--- src/rtl/wpg_pkg.sv ---
package wpg_pkg;
  localparam int LOW_W = 15;
  localparam logic [LOW_W-1:0] KEY_ADDR_A = 15'h5555;
  localparam logic [LOW_W-1:0] KEY_ADDR_B = 15'h2AAA;
  localparam logic [7:0] K_LEAD     = 8'hAA;
  localparam logic [7:0] K_SECOND   = 8'h55;
  localparam logic [7:0] K_PROTECT  = 8'hA0;
  localparam logic [7:0] K_REL_PRE  = 8'h80;
  localparam logic [7:0] K_RELEASE  = 8'h20;

  typedef enum logic [2:0] {
    M_IDLE, M_LEAD, M_SECOND, M_REL_PRE, M_REL_LEAD, M_REL_SECOND
  } match_t;

  function automatic logic key_hit(input logic [LOW_W-1:0] lo, input logic [7:0] d,
                                   input logic [LOW_W-1:0] ka, input logic [7:0] kd);
    return (lo == ka) && (d == kd);
  endfunction
endpackage

--- src/rtl/wpg_matcher.sv ---
module wpg_matcher
  import wpg_pkg::*;
(
  input  logic             clk,
  input  logic             rst_n,
  input  logic             wr_valid,
  input  logic [LOW_W-1:0] wr_lo,
  input  logic [7:0]       wr_data,
  output logic             seq_byte,
  output logic             fin_protect,
  output logic             fin_release
);
  match_t state, nxt;
  logic   adv;

  always_comb begin
    nxt = state;
    adv = 1'b0;
    fin_protect = 1'b0;
    fin_release = 1'b0;
    if (wr_valid) begin
      case (state)
        M_IDLE:       if (key_hit(wr_lo, wr_data, KEY_ADDR_A, K_LEAD))   begin nxt = M_LEAD;       adv = 1'b1; end
        M_LEAD:       if (key_hit(wr_lo, wr_data, KEY_ADDR_B, K_SECOND)) begin nxt = M_SECOND;     adv = 1'b1; end
        M_SECOND: begin
          if (key_hit(wr_lo, wr_data, KEY_ADDR_A, K_PROTECT)) begin
            nxt = M_IDLE; adv = 1'b1; fin_protect = 1'b1;
          end else if (key_hit(wr_lo, wr_data, KEY_ADDR_A, K_REL_PRE)) begin
            nxt = M_REL_PRE; adv = 1'b1;
          end
        end
        M_REL_PRE:    if (key_hit(wr_lo, wr_data, KEY_ADDR_A, K_LEAD))   begin nxt = M_REL_LEAD;   adv = 1'b1; end
        M_REL_LEAD:   if (key_hit(wr_lo, wr_data, KEY_ADDR_B, K_SECOND)) begin nxt = M_REL_SECOND; adv = 1'b1; end
        M_REL_SECOND: if (key_hit(wr_lo, wr_data, KEY_ADDR_A, K_RELEASE)) begin
          nxt = M_IDLE; adv = 1'b1; fin_release = 1'b1;
        end
        default: nxt = M_IDLE;
      endcase
      // a broken sequence drops to idle, or restarts on a lead byte
      if (!adv) begin
        if (key_hit(wr_lo, wr_data, KEY_ADDR_A, K_LEAD)) begin
          nxt = M_LEAD; adv = 1'b1;
        end else begin
          nxt = M_IDLE;
        end
      end
    end
  end

  assign seq_byte = adv;

  always_ff @(posedge clk or negedge rst_n) begin
    if (!rst_n) state <= M_IDLE;
    else        state <= nxt;
  end

  assert_idle_after_finish_R6: assert property (@(posedge clk) disable iff (!rst_n)
    (fin_protect || fin_release) |=> (state == M_IDLE));

  assert_lead_restarts_R7: assert property (@(posedge clk) disable iff (!rst_n)
    (wr_valid && key_hit(wr_lo, wr_data, KEY_ADDR_A, K_LEAD) && state != M_REL_PRE)
      |=> (state == M_LEAD));
endmodule

--- src/rtl/wpg_flags.sv ---
module wpg_flags #(
  parameter  int BLK_W   = 2,
  localparam int NUM_BLK = 1 << BLK_W
) (
  input  logic               clk,
  input  logic               rst_n,
  input  logic               factory_init,
  input  logic               cycle_done,
  input  logic               arm,
  input  logic               arm_set,
  input  logic [BLK_W-1:0]   arm_blk,
  output logic [NUM_BLK-1:0] flags,
  output logic               pend_valid,
  output logic [BLK_W-1:0]   pend_blk
);
  logic pend_set;
  logic apply_now;

  assign apply_now = cycle_done && pend_valid;

  // Non-volatile flags: no connection to the normal reset
  always_ff @(posedge clk) begin
    if (factory_init)   flags <= '0;
    else if (apply_now) flags[pend_blk] <= pend_set;
  end

  always_ff @(posedge clk or negedge rst_n) begin
    if (!rst_n) begin
      pend_valid <= 1'b0;
      pend_set   <= 1'b0;
      pend_blk   <= '0;
    end else if (arm) begin
      pend_valid <= 1'b1;
      pend_set   <= arm_set;
      pend_blk   <= arm_blk;
    end else if (cycle_done) begin
      pend_valid <= 1'b0;
    end
  end

  assert_flag_load_R1: assert property (@(posedge clk) disable iff (!rst_n)
    (apply_now && !factory_init) |=> (flags[$past(pend_blk)] == $past(pend_set)));

  assert_factory_clear_R9: assert property (@(posedge clk) disable iff (!rst_n)
    factory_init |=> (flags == '0));

  assert_flags_hold_R8: assert property (@(posedge clk) disable iff (!rst_n)
    (!apply_now && !factory_init) |=> $stable(flags));
endmodule

--- src/rtl/wpg_cmd_guard.sv ---
module wpg_cmd_guard
  import wpg_pkg::*;
#(
  parameter  int BLK_W   = 2,
  localparam int NUM_BLK = 1 << BLK_W,
  localparam int ADDR_W  = LOW_W + BLK_W
) (
  input  logic               clk,
  input  logic               rst_n,
  input  logic               factory_init,
  input  logic               wr_valid,
  input  logic [ADDR_W-1:0]  wr_addr,
  input  logic [7:0]         wr_data,
  input  logic               cycle_done,
  output logic               commit,
  output logic               timer_only,
  output logic [NUM_BLK-1:0] prot_flags
);
  logic             seq_byte, fin_protect, fin_release;
  logic             pend_valid;
  logic [BLK_W-1:0] pend_blk;
  logic [BLK_W-1:0] wr_blk;
  logic             window_open;
  logic             blk_locked;

  assign wr_blk = wr_addr[ADDR_W-1:LOW_W];

  wpg_matcher u_match (
    .clk(clk), .rst_n(rst_n), .wr_valid(wr_valid),
    .wr_lo(wr_addr[LOW_W-1:0]), .wr_data(wr_data),
    .seq_byte(seq_byte), .fin_protect(fin_protect), .fin_release(fin_release)
  );

  wpg_flags #(.BLK_W(BLK_W)) u_flags (
    .clk(clk), .rst_n(rst_n), .factory_init(factory_init), .cycle_done(cycle_done),
    .arm(fin_protect || fin_release), .arm_set(fin_protect), .arm_blk(wr_blk),
    .flags(prot_flags), .pend_valid(pend_valid), .pend_blk(pend_blk)
  );

  assign window_open = pend_valid && (pend_blk == wr_blk);
  assign blk_locked  = prot_flags[wr_blk] && !window_open;

  assign commit     = wr_valid && !seq_byte && !blk_locked;
  assign timer_only = wr_valid && ((!seq_byte && blk_locked) || fin_protect || fin_release);

  assert_one_outcome_R5: assert property (@(posedge clk) disable iff (!rst_n)
    $onehot0({commit, timer_only}));

  assert_idle_quiet_R10: assert property (@(posedge clk) disable iff (!rst_n)
    !wr_valid |-> (!commit && !timer_only));
endmodule

--- config.mk ---
export PLATFORM = sky130hd
export DESIGN_NAME = wpg_cmd_guard
export DESIGN_NICKNAME = d
export VERILOG_FILES = /design/src/rtl/wpg_pkg.sv /design/src/rtl/wpg_matcher.sv /design/src/rtl/wpg_flags.sv /design/src/rtl/wpg_cmd_guard.sv
export SDC_FILE = /design/constraint.sdc
export NUM_CORES = 1
export LEC_CHECK = 0
export ABC_AREA = 1
export BUFFER_PORTS_ARGS = -buffer_cell sky130_fd_sc_hd__buf_2
export CAP_MARGIN = 20
export CORE_ASPECT_RATIO = 1.25
export CORE_UTILIZATION = 45
export CTS_CLUSTER_DIAMETER = 200
export DETAILED_ROUTE_END_ITERATION = 10
export PLACE_DENSITY_LB_ADDON = 0.05
export SLEW_MARGIN = 10
export SYNTH_ARGS = -nofsm -noshare
export SYNTH_HDL_FRONTEND = slang
export SYNTH_SLANG_ARGS = --single-unit
--- constraint.sdc ---
create_clock -name clk -period 1.2 [get_ports clk]
set_clock_uncertainty 0.1 [all_clocks]
set_input_delay 0.06 -clock clk [delete_from_list [all_inputs] [get_ports clk]]
set_output_delay 0.06 -clock clk [all_outputs]
set_load 0.02 [all_outputs]
==> results.toml <==
[critical_path]
crit_family = "simple AND/OR/NAND/NOR gates"
crit_type = "reg2out"
required_ps = 1040
start_kind = "flip-flop"
crit_chain = "nand2_4, inv_4, o21ai_4, inv_2, nand3_2, nand2_2, nor2_4, nand2_2, nor3_4, buf_6"
end_kind = "output pin"
timing.critical_path.buf_inv = 3
max_stage_delay_ps = 490
crit_top_cell = "nand2_2"
cpMaxStageDelayCell = "dfrtp_2"
cp_max_fo = 5
critical_path_arrival_ps = 1790

[die]
core_area_mm2 = 0.00226
start_util = 0.486
die_w_um = 46.2
dieArea_mm2 = 0.00264
dieHeight_um = 57.2
num_io_pins = 36
num_rows = 19

[placed_design]
portBuffers = 35
dp.cells = 284
gp_congestion = 0.895
place_ws_ps = -410
dpl_cell_area_mm2 = 0.00151
place_hpwl_um = 2680

[clock_tree]
clock_latency_ps = 270
clock_path_buffers = 2
cts_tree = "built"
cts_sinks = 11
numCtsBuffers = 3
cts-root-buf = "clkbuf_4"
htreeDepth = 1
clk_pin_slew_worst_paths_ps = 80

[drt]
drc = 0
dr.pass1.iters = 7
postRouteAntennaNets = 0
drt_wl_total_um = 3890
route.vias.total = 1597
drtIter0Drc = 71
routed_via_density = 5.22
wl_per_cell_um = 12.7

[sta]
post-route-period-util = 1.62
slew_viol_final = 0
finalWorstSetupSlack_ps = -746
hold_viol = 0
rsz0062_at_grt = "true"
finalSetupViolations = 10
tightest_slew_ps = 386
max_clock_freq_mhz = 514
relSlewSlack = 0.740
period_needed_ps = 1950

[pwr]
ir_worst_vdd_v = 0.000335
p_per_area_mw_per_mm2 = 472
p_seq_frac = 0.431
p_int_w = 0.000604
combPwrFrac = 0.266
p_sw_w = 0.000251
clkPwrFrac = 0.303
power.total_w = 0.000855
switching_share = 0.293
leakage_nw = 0.921

[status]
failed_checks = "setup timing"
outcome = "finished with violations"

[grt]
grt_antenna_before_repair = 0
grt_pass1_vias = 1505
grt_start_max_net_pins = 8
grt_pass1_wl_um = 5890
grt_use_total = 0.304
grt_overflow = 0

[cells_and_area]
area_delta_synth_final_pct = 64.9
stdcell_area_mm2 = 0.00181
antenna_cells = 0
nets = 306
stdcell_count = 306
final_util = 0.801
drive_above_1_share = 0.407
fillers = 158
layout_commonest_cell = "nand2_1"
layout_common_cells = "40 x nand2_1, 36 x nor2_1, 33 x buf_2, 33 x buf_4, 28 x inv_1"
multi_input_area_um2 = 826
ff_latch_area_um2 = 259

[yosys]
synth.avg_cell_area_um2 = 5.66
synth_cell_types = 23
syn_inst = 194
ys_seq_elements = 11
ys_seq_area_frac = 0.233
yosysWarnings = 0
synth_area_mm2 = 0.00110
synth_fp_nets = 224

[run]
drv_cap = 0

[worst_hold_path]
min-delay-path-class = "in2reg"
-- power groups by stage --
stage / Clock, W / Combinational (W) / Sequential [W]
floorplan: 0 / 0.0000813 / 0.000376
global placement: 0 / 0.000196 / 0.000376
detailed placement: 0 / 0.000204 / 0.000376
CTS: 0.000259 / 0.000222 / 0.000368
global route: 0.000278 / 0.000255 / 0.000368
finish: 0.000259 / 0.000228 / 0.000368
-- state kept, by name, indices dropped and copies added, names as in the netlist --
| signal | cells |
|---|---|
| u_flags.flags | 4 |
| u_flags.pend_blk | 2 |
| u_flags.pend_set | 1 |
| u_flags.pend_valid | 1 |
| u_match.state | 3 |
-- cell usage after synthesis --
master / n / share of area
nand2_1: 45 / 0.15
nor2_1: 38 / 0.13
inv_1: 31 / 0.11
nand3_1: 15 / 0.068
nand4_1: 8 / 0.046
dfrtp_1: 7 / 0.16
nor2_2: 7 / 0.040
o21ai_0: 7 / 0.032
nor3_1: 5 / 0.023
a21oi_1: 4 / 0.018
a31oi_1: 4 / 0.023
dfxtp_1: 4 / 0.073
nand2_2: 4 / 0.023
nor4_1: 4 / 0.023
inv_2: 2 / 0.0068
o21ai_2: 2 / 0.016
a21boi_0: 1 / 0.0068
nand3_2: 1 / 0.0091
nand3b_1: 1 / 0.0068
nor3_2: 1 / 0.0091
nor3_4: 1 / 0.015
o21a_1: 1 / 0.0068
o22ai_1: 1 / 0.0057
-- cell families after synthesis --
group                  after synthesis  share of synthesized area
AND/OR/NAND/NOR                    130                      0.546
buffers and inverters               33                      0.113
AO/OA/AOI/OAI                       20                      0.108
flip-flops                          11                      0.233
-- worst min-delay path, stage by stage --
cell,delay [ps]
buf_2,160
nand3_1,100
nand2_1,50
-- final timing paths --
| kind | startpoint | cells past startpoint | to | slack (ps) |
|---|---|---|---|---|
| worst min-delay path | wr_valid | 3 | u_match.state[1] | 30 |
| worst max register to register | u_match.state[0] | 12 | u_match.state[0] | -620 |
| worst min register to register | u_flags.flags[3] | 2 | u_flags.flags[3] | 510 |
| worst max-delay path | u_match.state[0] | 10 | commit | -750 |
| min in group asynchronous | rst_n | 2 | u_flags.pend_valid | 90 |
| max in group asynchronous | rst_n | 2 | u_match.state[2] | 720 |
-- metrics by stage --
| stage | setup TNS, ps | hold WS (ps) |
|---|---|---|
| floorplan | -1100 | -336 |
| detailed placement | -2940 | -192 |
| global placement | -2300 | -198 |
| finish | -4830 | 30.9 |
| global route | -5470 | 40.0 |
| CTS | -3480 | 16.0 |
-- what timing repair did --
action | CTS | global route
gates resized for setup | 18 | 14
pin swaps | 7 | 3
hold buffers | 5 | 0
endpoints found under the hold margin | 14 | 0
setup buffers | 10 | 5
setup endpoints to repair | 9 | 11
-- routing by layer --
metal	vias to the layer above	global-route usage	share of wire
li1	790	-	-
met1	705	0.290	0.37
met2	84	0.577	0.53
met3	18	0.0380	0.058
met4	0	0.176	0.044
met5	-	0	0
-- layout make-up --
| type | instances | share of cell area |
|---|---|---|
| flip-flops and latches | 11 | 0.143 |
| inverters | 33 | 0.0712 |
| well taps | 31 | 0.0214 |
| clock buffers | 4 | 0.0145 |
| multi-input cells | 150 | 0.456 |
| repair buffers | 77 | 0.293 |
(Power assumes the default switching activity.)
